==> config.mk <==
export PLATFORM = sky130hd
export DESIGN_NAME = kbd_led_latch
export DESIGN_NICKNAME = d
export VERILOG_FILES = /design/src/rtl/kbd_led_pkg.sv /design/src/rtl/kbd_led_shadow.sv /design/src/rtl/kbd_led_vedge.sv /design/src/rtl/kbd_led_outlatch.sv /design/src/rtl/kbd_led_latch.sv
export SDC_FILE = /design/constraint.sdc
export NUM_CORES = 1
export LEC_CHECK = 0
export CORE_MARGIN = 2
export CORE_UTILIZATION = 43
export CTS_CLUSTER_SIZE = 16
export DETAILED_ROUTE_END_ITERATION = 8
export GPL_ROUTABILITY_DRIVEN = 0
export GPL_TIMING_DRIVEN = 0
export PLACE_DENSITY = 0.83
export SYNTH_ARGS = -nofsm -noshare
export SYNTH_HDL_FRONTEND = slang
export SYNTH_HIERARCHICAL = 1
export SYNTH_SLANG_ARGS = --single-unit
==> constraint.sdc <==
create_clock -name clk -period 1.6 [get_ports clk]
set_input_delay 0.32 -clock clk [delete_from_list [all_inputs] [get_ports clk]]
set_output_delay 0.32 -clock clk [all_outputs]
set_load 0.02 [all_outputs]
==> src/rtl/kbd_led_pkg.sv <==
package kbd_led_pkg;
  localparam int LED_BYTE_W = 8;
  localparam int STAT_NIB_W = 4;
  localparam int LED_TOTAL  = LED_BYTE_W + STAT_NIB_W;
  localparam int STAT_NIB_LSB = 4;

  // Lamp word: status nibble above, dedicated byte below.
  function automatic logic [LED_TOTAL-1:0] led_merge(
    input logic [STAT_NIB_W-1:0] nib,
    input logic [LED_BYTE_W-1:0] byte_in
  );
    return {nib, byte_in};
  endfunction

  function automatic logic [STAT_NIB_W-1:0] status_lamps(input logic [7:0] status_byte);
    return status_byte[STAT_NIB_LSB +: STAT_NIB_W];
  endfunction
endpackage

==> src/rtl/kbd_led_shadow.sv <==
module kbd_led_shadow
  import kbd_led_pkg::*;
#(
  parameter int ADDR_W = 14,
  parameter logic [ADDR_W-1:0] STATUS_ADDR = 14'h3FF2,
  parameter logic [ADDR_W-1:0] LAMP_ADDR   = 14'h3FF3
) (
  input  logic                  clk,
  input  logic                  rst_n,
  input  logic                  wr_en,
  input  logic [ADDR_W-1:0]     wr_addr,
  input  logic [7:0]            wr_data,
  output logic                  hit_status,
  output logic                  hit_lamp,
  output logic [STAT_NIB_W-1:0] stat_nib_q,
  output logic [LED_BYTE_W-1:0] lamp_byte_q
);
  assign hit_status = wr_en && (wr_addr == STATUS_ADDR);
  assign hit_lamp   = wr_en && (wr_addr == LAMP_ADDR);

  always_ff @(posedge clk) begin
    if (!rst_n) begin
      stat_nib_q  <= '0;
      lamp_byte_q <= '0;
    end else begin
      if (hit_status) stat_nib_q  <= status_lamps(wr_data);
      if (hit_lamp)   lamp_byte_q <= wr_data;
    end
  end

  // foreign addresses and idle cycles leave both copies alone
  p_foreign_ignored_r7: assert property (@(posedge clk) disable iff (!rst_n)
    (!hit_status && !hit_lamp) |=> ($stable(stat_nib_q) && $stable(lamp_byte_q)));

  // status capture takes the upper data nibble
  p_status_nibble_r3: assert property (@(posedge clk) disable iff (!rst_n)
    hit_status |=> (stat_nib_q == $past(wr_data[7:4])));

  // dedicated byte captured whole
  p_lamp_byte_r2: assert property (@(posedge clk) disable iff (!rst_n)
    hit_lamp |=> (lamp_byte_q == $past(wr_data)));
endmodule

==> src/rtl/kbd_led_vedge.sv <==
module kbd_led_vedge (
  input  logic clk,
  input  logic rst_n,
  input  logic vretrace,
  output logic rise
);
  logic vr_q;

  always_ff @(posedge clk) begin
    if (!rst_n) vr_q <= 1'b0;
    else        vr_q <= vretrace;
  end

  assign rise = vretrace && !vr_q;

  // a rising edge is never reported on two consecutive cycles
  p_single_load_r6: assert property (@(posedge clk) disable iff (!rst_n)
    rise |=> !rise);
endmodule

==> src/rtl/kbd_led_outlatch.sv <==
module kbd_led_outlatch #(
  parameter int WIDTH = 12
) (
  input  logic             clk,
  input  logic             rst_n,
  input  logic             load,
  input  logic [WIDTH-1:0] next_word,
  output logic [WIDTH-1:0] led_q
);
  for (genvar i = 0; i < WIDTH; i++) begin : g_bit
    always_ff @(posedge clk) begin
      if (!rst_n)    led_q[i] <= 1'b0;
      else if (load) led_q[i] <= next_word[i];
    end
  end

  // outputs hold whenever no load is requested
  p_hold_r5: assert property (@(posedge clk) disable iff (!rst_n)
    !load |=> $stable(led_q));

  // a load presents the captured word
  p_load_r2: assert property (@(posedge clk) disable iff (!rst_n)
    load |=> (led_q == $past(next_word)));
endmodule

==> src/rtl/kbd_led_latch.sv <==
module kbd_led_latch
  import kbd_led_pkg::*;
#(
  parameter int ADDR_W = 14,
  parameter logic [ADDR_W-1:0] STATUS_ADDR = 14'h3FF2,
  parameter logic [ADDR_W-1:0] LAMP_ADDR   = 14'h3FF3
) (
  input  logic                 clk,
  input  logic                 rst_n,
  input  logic                 vretrace,
  input  logic                 wr_en,
  input  logic [ADDR_W-1:0]    wr_addr,
  input  logic [7:0]           wr_data,
  output logic [LED_TOTAL-1:0] led
);
  logic                  hit_status;
  logic                  hit_lamp;
  logic [STAT_NIB_W-1:0] stat_nib_q;
  logic [LED_BYTE_W-1:0] lamp_byte_q;
  logic                  retrace_rise;
  logic [LED_TOTAL-1:0]  shadow_word;

  kbd_led_shadow #(
    .ADDR_W(ADDR_W), .STATUS_ADDR(STATUS_ADDR), .LAMP_ADDR(LAMP_ADDR)
  ) u_shadow (
    .clk(clk), .rst_n(rst_n), .wr_en(wr_en), .wr_addr(wr_addr),
    .wr_data(wr_data), .hit_status(hit_status), .hit_lamp(hit_lamp),
    .stat_nib_q(stat_nib_q), .lamp_byte_q(lamp_byte_q)
  );

  kbd_led_vedge u_vedge (
    .clk(clk), .rst_n(rst_n), .vretrace(vretrace), .rise(retrace_rise)
  );

  assign shadow_word = led_merge(stat_nib_q, lamp_byte_q);

  kbd_led_outlatch #(.WIDTH(LED_TOTAL)) u_out (
    .clk(clk), .rst_n(rst_n), .load(retrace_rise),
    .next_word(shadow_word), .led_q(led)
  );

  // with retrace low throughout, the lamps cannot move
  p_midframe_r5: assert property (@(posedge clk) disable iff (!rst_n)
    !vretrace |=> $stable(led));

  // a write coinciding with the load is not shown by it
  p_same_cycle_r8: assert property (@(posedge clk) disable iff (!rst_n)
    (retrace_rise && hit_lamp) |=> (led[LED_BYTE_W-1:0] == $past(lamp_byte_q)));
endmodule

Yosys cells after proc, flatten, opt, wreduce, memory -nomap -nowiden
Cells that the tools add are included.
{"block": "word_totals", "ff_bits": 25, "latchBits": 0, "mem_bits_rw": 0, "romBits": 0, "in_bits": 26, "n_memories": 0}
{"block": "classes", "addsub": 0, "n_mul": 0, "div_mod_pow": 0, "magnitude_cmp": 0, "eq_ne": 2, "n_shift": 0, "n_mux": 0, "bitwise_logic": 0, "reduce_logical": 4}
{"cell": "14-bit == test, second input constant", "n": 2}
{"cell": "1-bit logical AND", "n": 3}
{"cell": "1-bit logical NOT", "n": 1}

Depth between registers and ports, before layout
{"block": "logic_depth", "word_depth": 2, "mapped_depth": 4}

By module
Netlist, hierarchy kept.
{"mod": "kbd_led_shadow", "instances": 1, "cells_each": 54, "area_per_inst_um2": 530.5, "seq_area_each_um2": 240.2}
{"mod": "kbd_led_outlatch", "instances": 1, "cells_each": 38, "area_per_inst_um2": 450.4, "seq_area_each_um2": 240.2}
{"mod": "kbd_led_vedge", "instances": 1, "cells_each": 3, "area_per_inst_um2": 40.0, "seq_area_each_um2": 20.0}

Worst setup path after synthesis
OpenSTA, ideal clock, no wires.
{"block": "synth_path", "path_type": "input -> register", "from": "in wr_addr[2]", "to": "reg u_shadow.lamp_byte_q[4]", "setup_time_ns": 0.072, "arrival_time_ns": 1.195, "slack_ns": 0.334, "cell_stages": 4, "n_path_buf": 1, "path_cell_list": "nand4bb_4 > nor4_1 > buf_4 > mux2i_1"}
{"block": "synth_between", "elab_chain_cells": 2}
{"item": "from (decl)", "line": "kbd_led_latch.sv:12", "source": "input logic [ADDR_W-1:0] wr_addr,"}
{"item": "14-bit == test", "line": "kbd_led_shadow.sv:19", "source": "assign hit_lamp = wr_en && (wr_addr == LAMP_ADDR);"}
{"item": "1-bit logical AND", "line": "kbd_led_shadow.sv:19"}
{"item": "net hit_lamp", "line": "kbd_led_latch.sv:17", "source": "logic hit_lamp;"}
{"item": "to (signal assigned)", "line": "kbd_led_shadow.sv:27", "source": "if (hit_lamp) lamp_byte_q <= wr_data;"}
{"item": "to (decl)", "line": "kbd_led_shadow.sv:16", "source": "output logic [LED_BYTE_W-1:0] lamp_byte_q"}
The timed path passes the listed nets, and every way through them passes these cells.
A chain may end at the register's enable or synchronous reset.

Final worst setup path
{"block": "layout_path", "from": "in wr_addr[2]", "to": "reg u_shadow.lamp_byte_q[5]"}
The elaborated chain is that of the path after synthesis.

==> results.py <==
metrics = {
    "job": {
        "maxCapViolations": 0,
    },
    "sta": {
        "finalHoldViolations": 0,
        "worst_slew_margin_rel_pct": 68.8,
        "rsz0062_at_grt": "false",
        "worstMarginPinSlew_ns": 0.468,
        "finalSetupViolations": 0,
        "max_slew_violation_total_from_the_final_report": 0,
        "layout_setup_ws_ns": 0.136,
        "finClkSkew_ns": 0.00486,
        "timing.final.crit_share_pct": 91.5,
        "max_freq_ghz": 0.683,
        "period_needed_ns": 1.46,
    },
    "global_route": {
        "overflow": 0,
        "track_usage_pct": 16.0,
        "grt_antenna_before_repair": 0,
        "grt_pass1_vias": 762,
        "grt_max_degree": 14,
        "grt_first_pass_wirelength_mm": 3.26,
    },
    "die": {
        "floorplan.die.width_microns": 52.7,
        "core_area_sq_um": 2230,
        "die-area_sq_um": 2780,
        "die_height_microns": 52.7,
        "fp-row-count": 17,
        "pin_count": 38,
        "floorplan.initialDensity_pct": 45.7,
    },
    "setup_path": {
        "crit-reg2reg-launch": "u_vedge/vr_q",
        "cp_cell_sequence": "clkdlybuf4s50_1 > nand4bb_4 > nor4_1 > buf_4 > mux2i_1",
        "cp_data_arrival_time_ns": 1.70,
        "critPathMaxStageDelay_ns": 0.40,
        "setup.worst_path.class": "input pin to flop",
        "endpoint_kind": "flop",
        "worst-r2r-cell-count": 4,
        "crit_required_ns": 1.84,
        "cpLargestDelayFamily": "buffers and inverters",
        "worst-path-max-fanout": 8,
        "rr_endpoint": "u_out/led_q[3]",
        "setup.worst_path.start_class": "input pin",
        "reg2reg_slack_ns": 0.55,
        "critical_path.n_buffers_inverters": 2,
        "timing.critical_path.slowest_stage_cell": "clkdlybuf4s50_1",
    },
    "pwr": {
        "powerDensity_nw_per_um2": 693,
        "power.leakage_nw": 0.658,
        "irDropWorstVdd_uv": 660,
    },
    "worst_hold_path": {
        "timing.hold.worst_endpoint": "u_shadow/lamp_byte_q[0]",
        "holdCritPathClass": "flop to flop",
        "timing.hold.worst.start": "u_shadow/lamp_byte_q[0]",
        "worst_hold_path.num_cells": 2,
    },
    "outcome": {
        "status": "finished, final reports clean",
    },
    "route": {
        "totalWireLength_mm": 2.09,
        "drt.antenna.violating_nets": 0,
        "detail_route.first_pass.iterations": 3,
        "dr_total_vias": 771,
        "violation_count_after_the_first_detailed_route_iteration": 2,
        "wl_per_cell_microns": 12.7,
        "vias_per_cell": 4.70,
        "drt_drc_violations_left": 0,
    },
    "clocking": {
        "clock_insertion_delay_worst_skew_ns": 0.31,
        "cts_buffer_depth": 2,
        "htree_levels": 1,
        "cts.root.buffer_cell": "clkbuf_4",
        "clock_sink_count": 25,
        "postCtsHoldBufs": 0,
        "cts_tree": "yes",
        "clkSlewWorstSetupHoldPaths_ns": 0.12,
        "numCtsBuffers": 3,
    },
    "placement": {
        "cell_area_reported_after_detailed_placement_sq_um": 1430,
        "post-place-ws_ns": -0.201,
        "place.detailed.hpwl_mm": 1.54,
        "placement.io_buffers": 37,
    },
    "yosys": {
        "synth_nets": 121,
        "synth-seq-area-share_pct": 49.0,
        "synth-seq-cells": 25,
        "yosysWarnings": 6,
        "synthesis.area_sq_um": 1020,
        "synthCells": 95,
        "post_syn_area_per_cell_sq_um": 10.7,
        "netlist-cell-type-count": 15,
    },
    "cells_and_area": {
        "areaGrowthSynthToFinish_pct": 43.0,
        "design_area_final_sq_um": 1460,
        "most-common-layout-cells": "clkdlybuf4s50_1 (25), dfxtp_1 (25), mux2i_1 (24), nand2_1 (20), nor2b_1 (12)",
        "insertedDiodeCount": 0,
        "design.final.nets": 163,
        "drive_above_1_share_pct": 5.88,
    },
}
==> final cells by class <==
class	instances	area, sq um
Buffer	5	30.0
Clock buffer	4	26.3
Fill cell	197	773
Multi-Input combinational cell	65	490
Sequential cell	25	500
Tap cell	28	35.0
Timing Repair Buffer	37	378
==> power by group <==
| group | switching [mW] | leakage, nW | internal (mW) | total (mW) |
|---|---|---|---|---|
| Combinational | 0.0409 | 0.442 | 0.0785 | 0.119 |
| Sequential | 0.000970 | 0.202 | 0.624 | 0.625 |
| Clock | 0.170 | 0.0150 | 0.0973 | 0.267 |
==> cell families after synthesis <==
logic type,share of synthesized area (%)
flip-flops,49.0
buffers and inverters,2.94
multiplexers,23.5
AND/OR/NAND/NOR,24.5
==> registers in the layout, summed over array words and instances, names as in the netlist <==
name and count:
u_out/led_q 12, u_shadow/lamp_byte_q 8, u_shadow/stat_nib_q 4, u_vedge/vr_q 1
==> worst reg2reg max path: stages (launching register included) <==
cell	delay, ns
dfxtp_1	0.34
nor2b_4	0.15
buf_6	0.19
mux2i_1	0.20
nor2b_1	0.06
==> metal layers <==
layer	GRT usage [%]	vias up	wire, microns	share of wire (%)
li1	-	400	-	-
met1	19.1	343	944	45
met2	27.5	26	996	48
met3	2.86	2	132	6.3
met4	7.69	0	12	0.58
met5	0	-	0	0
==> worst max path at each step <==
stage | start | end | depth (start not counted)
5_1_grt | wr_addr[2] | u_shadow/lamp_byte_q[5] | 5
3_5_place_dp | wr_en | u_shadow/lamp_byte_q[5] | 5
6_report | wr_addr[2] | u_shadow/lamp_byte_q[5] | 5
3_3_place_gp | wr_en | u_shadow/lamp_byte_q[5] | 5
4_1_cts | u_out/led_q[2] | led[2] | 1
2_1_floorplan | wr_addr[2] | u_shadow/lamp_byte_q[4] | 4
==> Yosys cell counts <==
master | n | share of area, %
buf_4 | 1 | 0.74
buf_6 | 1 | 1.1
nor4_4 | 1 | 2.1
clkbuf_1 | 3 | 1.1
nor2b_1 | 12 | 7.4
nor2b_4 | 1 | 1.3
nand3b_1 | 1 | 0.74
nand4bb_4 | 1 | 2.7
dfxtp_1 | 25 | 49
nor4_1 | 1 | 0.61
mux2i_1 | 24 | 24
nand4_1 | 2 | 1.2
nand3_1 | 1 | 0.49
nand2_1 | 20 | 7.4
and2_1 | 1 | 0.61
==> timing repair <==
| item | CTS | global route |
|---|---|---|
| setup endpoints to repair | 6 | 6 |
| buffers inserted | 0 | 0 |
| gates resized for setup | 6 | 6 |
==> metrics by stage <==
stage                     util, %  setup TNS [ns]  cells  hold slack [ns]  total power, mW
after CTS                    64.7               0    164            0.470             1.03
final                        65.4               0    164            0.474             1.01
after global routing         65.4               0    164            0.493             1.05
after detailed placement     63.9           -2.03    160            0.453            0.758
after global placement       63.9           -1.95    160            0.443            0.757
after floorplan                 -               0     95            0.434            0.685
Note: power is estimated with default switching activity, not from simulation.
